**src/rtl/err_cap_pkg.sv**
```systemverilog
package err_cap_pkg;

   localparam int unsigned NUM_CLS = 4;

   // class index doubles as rank: lower index is more important
   typedef enum logic [1:0] {
      CLS_DED = 2'd0,
      CLS_RWW = 2'd1,
      CLS_PEF = 2'd2,
      CLS_SEC = 2'd3
   } err_cls_e;

   // classes for which a page-pair hit clears the double-word select bit
   localparam logic [NUM_CLS-1:0] PAIR_CLS_MASK =
      (NUM_CLS'(1) << CLS_DED) | (NUM_CLS'(1) << CLS_SEC);

endpackage

```
**src/rtl/err_prio_enc.sv**
```systemverilog
module err_prio_enc #(
   parameter int unsigned N  = 4,
   localparam int unsigned IW = (N > 1) ? $clog2(N) : 1
) (
   input  logic [N-1:0]  req_i,
   output logic [N-1:0]  grant_o,
   output logic [IW-1:0] idx_o,
   output logic          any_o
);

   logic [N:0] seen;

   assign seen[0] = 1'b0;

   generate
      for (genvar i = 0; i < N; i++) begin : g_chain
         assign grant_o[i]  = req_i[i] & ~seen[i];
         assign seen[i+1]   = seen[i] | req_i[i];
      end
   endgenerate

   assign any_o = seen[N];

   always_comb begin
      idx_o = '0;
      for (int i = N - 1; i >= 0; i--) begin
         if (req_i[i]) idx_o = IW'(i);
      end
   end


   grant_onehot_chk: assert final ($onehot0(grant_o));

endmodule

```
**src/rtl/err_addr_align.sv**
```systemverilog
module err_addr_align #(
   parameter int unsigned REG_W   = 32,
   parameter int unsigned ADDR_HI = 22,
   parameter int unsigned ADDR_LO = 3
) (
   input  logic [REG_W-1:0] addr_i,
   input  logic             pair_clr_i,
   output logic [REG_W-1:0] word_o
);

   localparam int unsigned FW = ADDR_HI - ADDR_LO + 1;
   localparam logic [REG_W-1:0] KEEP  = REG_W'({FW{1'b1}}) << ADDR_LO;
   localparam logic [REG_W-1:0] LOBIT = REG_W'(1) << ADDR_LO;

   generate
      if (ADDR_HI >= REG_W || ADDR_LO > ADDR_HI) begin : g_bad_cfg
         $error("err_addr_align: address field outside register");
      end
   endgenerate

   always_comb begin
      word_o = addr_i & KEEP;
      if (pair_clr_i) word_o = word_o & ~LOBIT;
   end

endmodule

```
**src/rtl/err_flag_bank.sv**
```systemverilog
module err_flag_bank #(
   parameter int unsigned N = 4
) (
   input  logic         clk,
   input  logic         rst_n,
   input  logic [N-1:0] set_i,
   input  logic [N-1:0] clr_i,
   output logic [N-1:0] flag_o
);

   generate
      for (genvar k = 0; k < N; k++) begin : g_flag
         logic flag_q;

         always_ff @(posedge clk or negedge rst_n) begin
            if (!rst_n)        flag_q <= 1'b0;
            else if (set_i[k]) flag_q <= 1'b1;
            else if (clr_i[k]) flag_q <= 1'b0;
         end

         assign flag_o[k] = flag_q;


         flag_set_chk: assert property (@(posedge clk) disable iff (!rst_n)
            set_i[k] |=> flag_o[k]);


         flag_clr_chk: assert property (@(posedge clk) disable iff (!rst_n)
            (clr_i[k] && !set_i[k]) |=> !flag_o[k]);
      end
   endgenerate

endmodule

```
**src/rtl/err_addr_capture.sv**
```systemverilog
module err_addr_capture
   import err_cap_pkg::*;
#(
   parameter int unsigned REG_W   = 32,
   parameter int unsigned ADDR_HI = 22,
   parameter int unsigned ADDR_LO = 3,
   parameter int unsigned NCLS    = NUM_CLS,
   parameter logic [NCLS-1:0] PAIR_MASK = PAIR_CLS_MASK
) (
   input  logic             clk,
   input  logic             rst_n,
   input  logic [NCLS-1:0]  evt_i,
   input  logic [REG_W-1:0] addr_i,
   input  logic             pair_i,
   input  logic [NCLS-1:0]  clr_i,
   output logic [NCLS-1:0]  flag_o,
   output logic [REG_W-1:0] cap_o
);

   localparam int unsigned IW = (NCLS > 1) ? $clog2(NCLS) : 1;
   localparam logic [REG_W-1:0] OUT_MASK =
      ~(REG_W'({(ADDR_HI - ADDR_LO + 1){1'b1}}) << ADDR_LO);

   generate
      if (NCLS < 2) begin : g_bad_ncls
         $error("err_addr_capture: need at least two classes");
      end
      if (ADDR_HI >= REG_W || ADDR_LO > ADDR_HI) begin : g_bad_field
         $error("err_addr_capture: address field outside register");
      end
   endgenerate

   logic [NCLS-1:0]  win_grant;
   logic [IW-1:0]    win_idx;
   logic             win_any;
   logic [REG_W-1:0] aligned;
   logic             pair_clr;

   logic             valid_q;
   logic [IW-1:0]    held_q;
   logic [REG_W-1:0] cap_q;

   logic             held_clr;
   logic             eff_valid;
   logic             take;

   err_prio_enc #(.N(NCLS)) u_enc (
      .req_i   (evt_i),
      .grant_o (win_grant),
      .idx_o   (win_idx),
      .any_o   (win_any)
   );

   assign pair_clr = pair_i & |(win_grant & PAIR_MASK);

   err_addr_align #(
      .REG_W   (REG_W),
      .ADDR_HI (ADDR_HI),
      .ADDR_LO (ADDR_LO)
   ) u_align (
      .addr_i     (addr_i),
      .pair_clr_i (pair_clr),
      .word_o     (aligned)
   );

   err_flag_bank #(.N(NCLS)) u_flags (
      .clk    (clk),
      .rst_n  (rst_n),
      .set_i  (evt_i),
      .clr_i  (clr_i),
      .flag_o (flag_o)
   );

   // clearing the held class's flag drops the hold in the same cycle
   assign held_clr  = valid_q & clr_i[held_q];
   assign eff_valid = valid_q & ~held_clr;
   assign take      = win_any & (~eff_valid | (win_idx < held_q));

   always_ff @(posedge clk or negedge rst_n) begin
      if (!rst_n) begin
         valid_q <= 1'b0;
         held_q  <= '0;
         cap_q   <= '0;
      end else begin
         valid_q <= take | eff_valid;
         if (take) begin
            held_q <= win_idx;
            cap_q  <= aligned;
         end
      end
   end

   assign cap_o = cap_q;


   out_field_zero_chk: assert property (@(posedge clk) disable iff (!rst_n)
      (cap_o & OUT_MASK) == '0);


   lower_or_same_hold_chk: assert property (@(posedge clk) disable iff (!rst_n)
      (valid_q && !clr_i[held_q] && (!win_any || win_idx >= held_q)) |=> $stable(cap_o));


   higher_override_chk: assert property (@(posedge clk) disable iff (!rst_n)
      (valid_q && win_any && win_idx < held_q) |=> (cap_o == $past(aligned)));


   rearm_chk: assert property (@(posedge clk) disable iff (!rst_n)
      (held_clr && win_any) |=> (cap_o == $past(aligned)));


   first_capture_chk: assert property (@(posedge clk) disable iff (!rst_n)
      (!valid_q && win_any) |=> (valid_q && cap_o == $past(aligned)));


   pair_bit_chk: assert property (@(posedge clk) disable iff (!rst_n)
      (take && pair_i && PAIR_MASK[win_idx]) |=> !cap_o[ADDR_LO]);

endmodule

```
**config.mk**
```make
export PLATFORM = sky130hd
export DESIGN_NAME = err_addr_capture
export DESIGN_NICKNAME = d
export VERILOG_FILES = /design/src/rtl/err_cap_pkg.sv /design/src/rtl/err_prio_enc.sv /design/src/rtl/err_addr_align.sv /design/src/rtl/err_flag_bank.sv /design/src/rtl/err_addr_capture.sv
export SDC_FILE = /design/constraint.sdc
export NUM_CORES = 1
export LEC_CHECK = 0
export BUFFER_PORTS_ARGS = -buffer_cell sky130_fd_sc_hd__buf_2
export CELL_PAD_IN_SITES_DETAIL_PLACEMENT = 1
export CELL_PAD_IN_SITES_GLOBAL_PLACEMENT = 2
export CORE_UTILIZATION = 32
export CTS_CLUSTER_DIAMETER = 40
export DETAILED_ROUTE_END_ITERATION = 10
export HOLD_SLACK_MARGIN = 0.08
export PLACE_DENSITY_LB_ADDON = 0.12
export SYNTH_ARGS = -nofsm -noshare
export SYNTH_HDL_FRONTEND = slang
export SYNTH_HIERARCHICAL = 1
export SYNTH_SLANG_ARGS = --single-unit
```
**constraint.sdc**
```tcl
create_clock -name clk -period 3.1 [get_ports clk]
set_input_delay 0.155 -clock clk [delete_from_list [all_inputs] [get_ports clk]]
set_output_delay 0.155 -clock clk [all_outputs]
set_load 0.1 [all_outputs]
```
# [After elaboration in Yosys (flattened, before gate mapping)]
# Cells that the tools add are included.
[totals] register_bits=30 output_inout_bits=36 wordCells=42
[classes] n_lt_le_gt_ge=2 n_mux=15 bitwise=13 n_reduce_logical=5
[op_table] op="$mux W1" count=9
[op_table] op="$mux W2" count=4
[op_table] op="$reduce_bool A2 Y1" count=4
[op_table] op="$and A1 B1 Y1" count=5
[op_table] op="$or A1 B1 Y1" count=5
[op_table] op="$mux W4" count=1
[op_table] op="$lt A2 B3 Y1 const B" count=1
[op_table] op="$not A1 Y1" count=3
[op_table] op="$bmux W1 S2" count=1
[op_table] op="$lt A2 B2 Y1" count=1
[op_table] op="$reduce_or A2 Y1" count=1

# [Longest topological paths before layout]
# Gate-level depths: netlist (run 1).
[depth] word_depth=9 depth_mapped=7 mapped_depth_nobuf=6

# [Cells and area by module]
# The synthesis (run 1) kept the hierarchy.
[by_module_without_submodules] module="err_addr_capture" instances=1 cells_per_inst=84 area_each_um2=1397.6 seq_area_each_um2=875.8
[by_module_without_submodules] module="err_addr_align" instances=1 cells_per_inst=33 area_each_um2=250.2 seq_area_each_um2=0.0
[by_module_without_submodules] module="err_flag_bank" instances=1 cells_per_inst=16 area_each_um2=175.2 seq_area_each_um2=100.1
[by_module_without_submodules] module="err_prio_enc" instances=1 cells_per_inst=11 area_each_um2=61.3 seq_area_each_um2=0.0

# [Least setup slack after synthesis (run 1)]
# No wires, ideal clock.
[synth_path] path_type="flip-flop to flip-flop" from="reg held_q[1]" to="reg cap_q[10] (netlist: cap_o[10])" t_arrival_ns=1.610 required_time_ns=2.974 setup_slack_ns=1.364 stages_incl_launch_ff=6 n_path_buf=1 period_less_slack_ns=1.736 cell_sequence="dfrtp_1 -> mux2_2 -> a2bb2oi_2 -> o21ai_4 -> buf_6 -> mux2_2"
[synth_via] elab_chain_len=8
[synth_rtl] element="start, declared" line_no="err_addr_capture.sv:40" source="logic [IW-1:0] held_q;"
[synth_rtl] element="start signal, assigned" line_no="err_addr_capture.sv:87" source="held_q <= win_idx;"
[synth_rtl] element="$bmux W1 S2" line_no="err_addr_capture.sv:75" source="assign held_clr = valid_q & clr_i[held_q];"
[synth_rtl] element="$mux W1 (implied by the code)" line_no="err_addr_capture.sv:75"
[synth_rtl] element="$and A1 B1 Y1" line_no="err_addr_capture.sv:75"
[synth_rtl] element="$not A1 Y1" line_no="err_addr_capture.sv:76" source="assign eff_valid = valid_q & ~held_clr;"
[synth_rtl] element="$and A1 B1 Y1" line_no="err_addr_capture.sv:76"
[synth_rtl] element="$not A1 Y1" line_no="err_addr_capture.sv:77" source="assign take = win_any & (~eff_valid | (win_idx < held_q));"
[synth_rtl] element="$or A1 B1 Y1 (*)" line_no="err_addr_capture.sv:77"
[synth_rtl] element="$and A1 B1 Y1 (*)" line_no="err_addr_capture.sv:77"
[synth_rtl] element="end signal, assigned" line_no="err_addr_capture.sv:88" source="cap_q <= aligned;"
[synth_rtl] element="end, declared" line_no="err_addr_capture.sv:41" source="logic [REG_W-1:0] cap_q;"
# Every way passes the cells marked *; elsewhere a longest branch is shown, timed or not. The select of a mux whose other input is x is not followed.
# A chain may end at the register's enable or synchronous reset.

# [Final worst setup path (run 1)]
[layout_path] from="in evt_i[2]" to="reg cap_q[15] (netlist: cap_o[15])"
[layout_via] elab_chain_len=6
[layout_rtl] element="start, declared" line_no="err_addr_capture.sv:12" source="input logic [NCLS-1:0] evt_i,"
[layout_rtl] element="$mux W2 (3 in series)" line_no="err_prio_enc.sv:27" source="if (req_i[i]) idx_o = IW'(i);"
[layout_rtl] element="via win_idx[1]" line_no="err_addr_capture.sv:34" source="logic [IW-1:0] win_idx;"
[layout_rtl] element="$lt A2 B2 Y1" line_no="err_addr_capture.sv:77"
[layout_rtl] element="$or A1 B1 Y1" line_no="err_addr_capture.sv:77"
[layout_rtl] element="$and A1 B1 Y1" line_no="err_addr_capture.sv:77"
# The timed path passes the listed nets, and every way through them passes these cells.

==> impl.org, run 1 <==
** Outcome
- Result of the run :: complete, no violations

** Place
- Placed Cells :: ~250
- After legalization and detailed placement, the total HPWL measured approximately 2600 um.
- Port buffering added 66 buffers.
- Placed Area :: ~2000 um2
- At the end of routability-driven placement, the weighted congestion stood at between 0.6 and 0.7.

** Clock network
- Counting the buffers created by CTS gives 5.
- CTS tree :: built
- Counting along the longest clock path gives a buffer depth of 2.
- Post-CTS clock slew at the launch and capture registers of the worst setup and hold paths :: roughly 80 ps
- At the later pin of the worst-skew pair, clock insertion delay measures around 290 ps.
- Sinks on Clock Net :: 39
- Post-cts resize count :: 0
- In this run the clock root is driven by a clkbuf_8.
- Setup fix buffers added after clock tree synthesis :: 0
- The H-tree was split into 2 levels.

** STA
- The final hold violation count is 0.
- Setup repair after global routing missed its margin :: false
- Worst Tran Pin Value :: 879.3 ps
- For the final routed database, the setup TNS stands at 0 ps.
- Period utilisation layout :: between 70% and 80%
- Highest achievable clock rate :: approximately 430 MHz
- After layout, the minimum clock period comes to approximately 2300 ps.
- Measured against its own limit, the worst slew margin works out to between 40 and 50%.
- The number of max-slew violations in the final report is 0.
- Setup violations remaining at the end of the flow were counted as 0.
- On the final layout, the worst hold slack is ~91 ps.
- For the final database, setup skew stands at about 9.4 ps.

** Cells and area
- The finished cells cover 2220 um2.
- Relative to the synthesized area, the layout overhead comes to 18.42%.
- Number of diodes added for antenna fixing :: 0
- Non-filler cells in the finished layout :: 268
- Count of nets after finishing :: around 240
- Share of cells above drive strength 1 :: between 50% and 60%

** Min path
- Number of cells on the worst hold path :: 2
- The worst hold path begins at addr_i[13].
- Tightest Hold Check Type :: in2reg

** Routing
- The final route contains about 1.1k vias.
- WL/cell :: 12.85 um
- Once detail routing completed, the nets flagged for antenna violations numbered 0.
- Iteration-0 DRC count of the detailed router :: 9
- Before antenna repair, the detailed router went through 2 iterations.
- After detailed routing, the number of vias per cell comes to roughly 4.2.
- Total DRC errors in the routed layout :: 0
- The routed design has between 3000 and 4000 um of wire.

** Critical path
- The worst setup path is of the in2reg kind.
- STA puts the critical path data required time at between 3000 and 4000 ps.
- Logic depth of the worst setup path including buffers :: 8
- The worst setup path is captured at a flop.
- Measured in cells, the most critical reg-to-reg path has a length of 4.
- Data arrival at the endpoint of the critical path :: ~2500 ps
- The number of buffers and inverters on the critical path is 2.
- Cell family contributing the most delay on the critical path :: compound AO/OA/AOI/OAI gates
- STA classifies the critical path startpoint as an input pin.
- The largest single stage delay on the critical path is ~640 ps.
- CP Cell Sequence :: dlygate4sd3_1, buf_2, nor2_1, nor3_1, ha_1, a21oi_1, o21ai_4, mux2_2
- The largest individual stage delay along the critical path comes from the cell o21ai_4.
- Of all nets on the critical path, the largest fanout is 25.
- R2r startpoint :: held_q[1]
- Timing startpoint of the critical path :: evt_i[2]

** Floorplan
- Number of standard-cell rows in the floorplan :: 27
- In this run the horizontal extent of the chip is between 70 and 80 um.
- During I/O placement, the number of pins put on the boundary was around 80.
- The die covers approximately 6200 um2.
- For this configuration, the core starts out at a cell density of between 30% and 40%.
- Die Height :: a little under 80 um
- Area of the core :: ~5600 um2

** Flow run
- Number of max-cap violations :: 0

** Yosys
- In this run the mean area of a mapped cell was about 13 um2.
- Post-Syn Instances :: around 140
- Post-synthesis instance area :: about 1900 um2
- During synthesis, Yosys emitted a total of 6 warnings.

** GRT
- Total global-route track usage :: around an eighth
- The number of antenna violations at the first check in global routing is 0.
- The via count of the first global-routing pass came to 1,196.
- Entering global routing, the biggest net connects 40 pins.
- The first global-routing pass estimated around 5700 um of wire.
- After global routing the overflow that remains totals 0.
## layout make-up
type,count,area [um2]
Fill cell,622,3354
Sequential cell,39,975.9
Multi-Input combinational cell,69,613.1
Timing Repair Buffer,74,405.4
Tap cell,72,90.09
Clock buffer,5,68.82
Clock inverter,3,43.79
Inverter,6,22.52
## metal layers
metal | up-vias | wire [um] | GRT usage, %
met5 | - | 0 | 0
met4 | 0 | 45 | 4.444
met3 | 5 | 219 | 4.302
met2 | 40 | 1820 | 21.65
met1 | 546 | 1359 | 13.38
li1 | 528 | - | -
## worst paths after layout
path                                            endpoint  slack [ps]
worst max-delay path                           cap_o[15]         800
worst min-delay path                           cap_o[13]          90
worst max register to register                 cap_o[15]         980
worst min register to register  u_flags/g_flag[3].flag_q         480
max in group asynchronous                      cap_o[16]        2030
min in group asynchronous                       cap_o[3]         520
## what timing repair did
| action | CTS | global route |
|---|---|---|
| endpoints found under the setup margin | 0 | 0 |
| hold buffers | 5 | 1 |
| hold endpoints to repair | 43 | 1 |
## registers in the layout, summed over array words and instances, names as in the netlist
register / cells
cap_o: 32
held_q: 2
valid_q: 1
u_flags/g_flag.flag_q: 4
## through the flow
stage               util (%)  worst slack (ps)
floorplan                  -              1364
global placement       36.72             958.8
detailed placement     36.72             947.1
CTS                    39.64             757.8
global route           39.82             613.1
finish                 39.82             799.1
## worst register-to-register path: cells and delay by family, from the launching register on
family         cells  cell delay (ps)
multiplexers       2              780
AO/OA/AOI/OAI      2              810
flip-flops         1              410
## placed cells by master, fill, tap and decap left out
cell	instances
a21o_1	4
a21oi_1	2
a2bb2oi_2	1
buf_2	66
buf_4	2
bufinv_16	1
clkbuf_8	5
clkinv_2	1
clkinv_4	1
conb_1	12
dfrtp_1	39
dlygate4sd3_1	6
ha_1	1
inv_1	6
mux2_1	2
mux2_2	33
mux2i_1	1
nand2_1	2
nand2b_1	1
nand2b_4	1
nor2_1	2
nor2b_1	1
nor2b_4	1
nor3_1	2
o21a_1	1
o21ai_4	1
or2b_1	1
Power of run 1 is not shown: default switching activity piles up to over one toggle a cycle in this logic, so the estimate is an artifact.
==> run 2, diff against run 1 <==
Settings changed: CORE_UTILIZATION 32 to 27.
Clock period 3.1 ns to 2.1 ns, I/O delays scaled along.
==> run 2 against run 1 <==
  * Sequential cell count unchanged
  * Global-route usage decreased by 0.67 points
  * Die area up 18%
  * Critical path type unchanged
  * Worst setup slack got worse by 660 ps
==> impl.org, run 2 (synthesis results as in run 1) <==
** Outcome
- Result of the run :: complete, no violations (unchanged)

** Critical path
- Total buffers and inverters traversed by the critical path :: 3 (was 2)
- The required time at the endpoint of the critical path came to 2270 ps (was 3270 ps).
- The endpoint arrival time on the critical path came to 2130 ps (was 2470 ps).
- Cell family contributing the most delay on the critical path :: buffers and inverters (was compound AO/OA/AOI/OAI gates)
- The largest incremental delay on the critical path is 540 ps (was 640 ps).
- Sort of element at the start of the critical path :: input pin (unchanged)
- Slowest stage cell on the critical path :: dlygate4sd3_1 (was o21ai_4)
- CP max FO :: 16 (was 25)
- Critical path class :: in2reg (unchanged)
- CP Cell Sequence: dlygate4sd3_1, buf_2, nor2_1, nor3_1, ha_1, a21oi_2, o21ai_4, buf_6, mux2_2 (was dlygate4sd3_1, buf_2, nor2_1, nor3_1, ha_1, a21oi_1, o21ai_4, mux2_2).
- Critical Path End Type :: flop (unchanged)

** GRT
- The via count of the first global-routing pass is 1,424 (was 1,196).
- Congestion Overflow GR :: 0 (unchanged)
- The number of antenna violations at the first check in global routing came to 0 (unchanged).
- The total global routing track utilization was 11.57% (was 12.24%).
- Wire length of the first global-routing pass :: 6458 um (was 5671 um)
- The pin count of the biggest net entering global routing was 40 (unchanged).

** Clock network
- Clock latency on the worst-skew pair :: 280 ps (was 290 ps)
- The cell at the root of the clock tree is clkbuf_8 (unchanged).
- Clock H-tree levels :: 2 (unchanged)
- Total clock buffers created by CTS :: 5 (unchanged)
- Post-CTS clock slew at the launch and capture registers of the worst setup and hold paths :: 70 ps (was 80 ps)
- The TritonCTS clock tree is built (unchanged).
- The maximum buffer depth of the clock tree is 2 (unchanged).
- The number of sinks handled by clock tree synthesis came to 39 (unchanged).

** STA
- Setup repair after global routing missed its margin: false (unchanged).
- The slew at the pin closest to its max-slew limit came to 914.6 ps (was 879.3 ps).
- Highest achievable clock rate :: roughly 510 MHz
- The sum of negative setup slack was 0 ps (unchanged).
- The final hold violation count came to 0 (unchanged).
- Max-slew headroom :: 39.02% (was 41.38%)
- The total of endpoints with negative setup slack in the final report came to 0 (unchanged).
- Max Clock Skew :: 1.886 ps (was 9.440 ps)
- The number of max-slew violations in the final report came to 0 (unchanged).
- Period utilisation layout :: slightly above 90%
- The worst path needs between 1500 and 2000 ps of the cycle, external delays included.

** Routing
- Remaining antenna violation count :: 0 (unchanged)
- The vias per cell is 4.159 (was 4.175).
- The detailed-routing iteration count for the pre-antenna-repair pass came to 3 (was 2).
- Total wirelength of the detailed-routed design :: 3774 um (was 3445 um)
- The routed wirelength normalized by instance count came to 13.01 um (was 12.85 um).
- Iteration-0 DRC count of the detailed router :: 15 (was 9)
- The overall via count from detail_route was 1,206 (was 1,119).
- The detailed-route DRC error count came to 0 (unchanged).

** Pwr
- Dividing total power by cell area gives a power density of approximately 1500 nW/um2.
- In this run the static leakage power is ~1.1 nW.
- IR Drop Worst-Case VDD :: 894.1 uV

** Cells and area
- Final core utilization :: 36.51% (was 39.82%)
- Most used cells in the layout excluding fill and tap cells: buf_2 (66), dfrtp_1 (39), mux2_2 (33) (unchanged).
- Most common cell after layout, fill and taps aside :: buf_2 (unchanged)
- Area of combinational cells with multiple inputs :: 616.8 um2 (was 613.1 um2)
- Area growth, synth to finish :: 27.24% (was 18.42%)
- The flip-flop count of the largest register after layout is 32 (unchanged).
- Number of diodes added for antenna fixing :: 0 (unchanged)
- The combined flip-flop and latch cell area came to 975.9 um2 (unchanged).
- Filler Cells Inserted :: 729 (was 622)
- Share of cells above drive strength 1 :: 52.58% (was 57.65%)
- Count of nets after finishing :: 256 (was 239)

** Floorplan
- Number of standard-cell rows in the floorplan :: 29 (was 27)
- Die Area :: 7279 um2 (was 6167 um2)
- Area of the core :: 6531 um2 (was 5574 um2)
- Initial Utilization :: 28.70% (was 33.63%)
- The vertical die dimension was 85.32 um (was 78.53 um).
- Total I/O pin count :: 79 (unchanged)
- The die span in x came to 85.32 um (was 78.53 um).

** Place
- The detailed placer's ending HPWL came to 2706 um (was 2566 um).
- GP Congestion :: 0.6698 (was 0.6539)
- The count of buffers inserted at the top-level ports came to 66 (unchanged).

** Flow run
- The number of maximum-capacitance constraint violations came to 0 (unchanged).

** Min path
- Tightest Hold Check Type :: in2reg (unchanged)
==> run 2: worst min-delay path, cell delays in order <==
cell and delay (ps):
buf_2 100, inv_1 40, a21o_1 90
==> run 2: power by group <==
group | switching [mW] | internal (mW)
clock network | 0.254 | 0.233
registers | 0.0982 | 0.945
logic | 1.69 | 0.449
total | 2.04 | 1.63
==> run 2: timing repair <==
item | 4_1_cts | 5_1_grt
hold endpoints to repair | 61 | 0
hold buffers | 23 | 0
buffers inserted | 0 | 0
gates resized for setup | 0 | 2
endpoints found under the setup margin | 0 | 16
==> run 2: final cells by class <==
type | count | area share (%)
clock buffers | 7 | 3.200
clock inverters | 1 | 0.2099
inverters | 6 | 0.9444
multi-input cells | 69 | 25.87
flip-flops and latches | 39 | 40.92
well taps | 77 | 4.040
repair buffers | 91 | 24.82
==> run 2: path summary, 6_finish.rpt <==
kind                                          start                       end  slack (ps)  cells after the start
max in group asynchronous                     rst_n                 cap_o[19]        1050                      2
max                                        evt_i[3]                 cap_o[10]         140                      9
max reg2reg                               held_q[1]                 cap_o[10]         260                      5
min reg2reg                u_flags/g_flag[2].flag_q  u_flags/g_flag[2].flag_q         470                      1
min                                        clr_i[3]  u_flags/g_flag[3].flag_q          90                      3
min in group asynchronous                     rst_n  u_flags/g_flag[3].flag_q         490                      2
==> run 2: stage by stage <==
step,std cells,total power [mW],setup WS (ps),instance area (um2),hold WS (ps)
6_report,290,3.666,139.8,2385,91.40
4_1_cts,290,3.711,20.30,2377,82.42
3_3_place_gp,259,3.127,231.8,2066,262.7
3_5_place_dp,259,3.172,191.3,2066,296.5
2_1_floorplan,153,2.871,363.7,1916,-190.6
5_1_grt,290,3.828,14.82,2385,89.41
==> run 2: metal layers <==
layer,up-vias,track usage (%),wire length (um)
li1,561,-,-
met1,595,11.74,1449
met2,43,22.29,2066
met3,7,3.502,205
met4,0,4.091,53
met5,-,0,0
No activity file was read; power rests on OpenSTA's default activity.
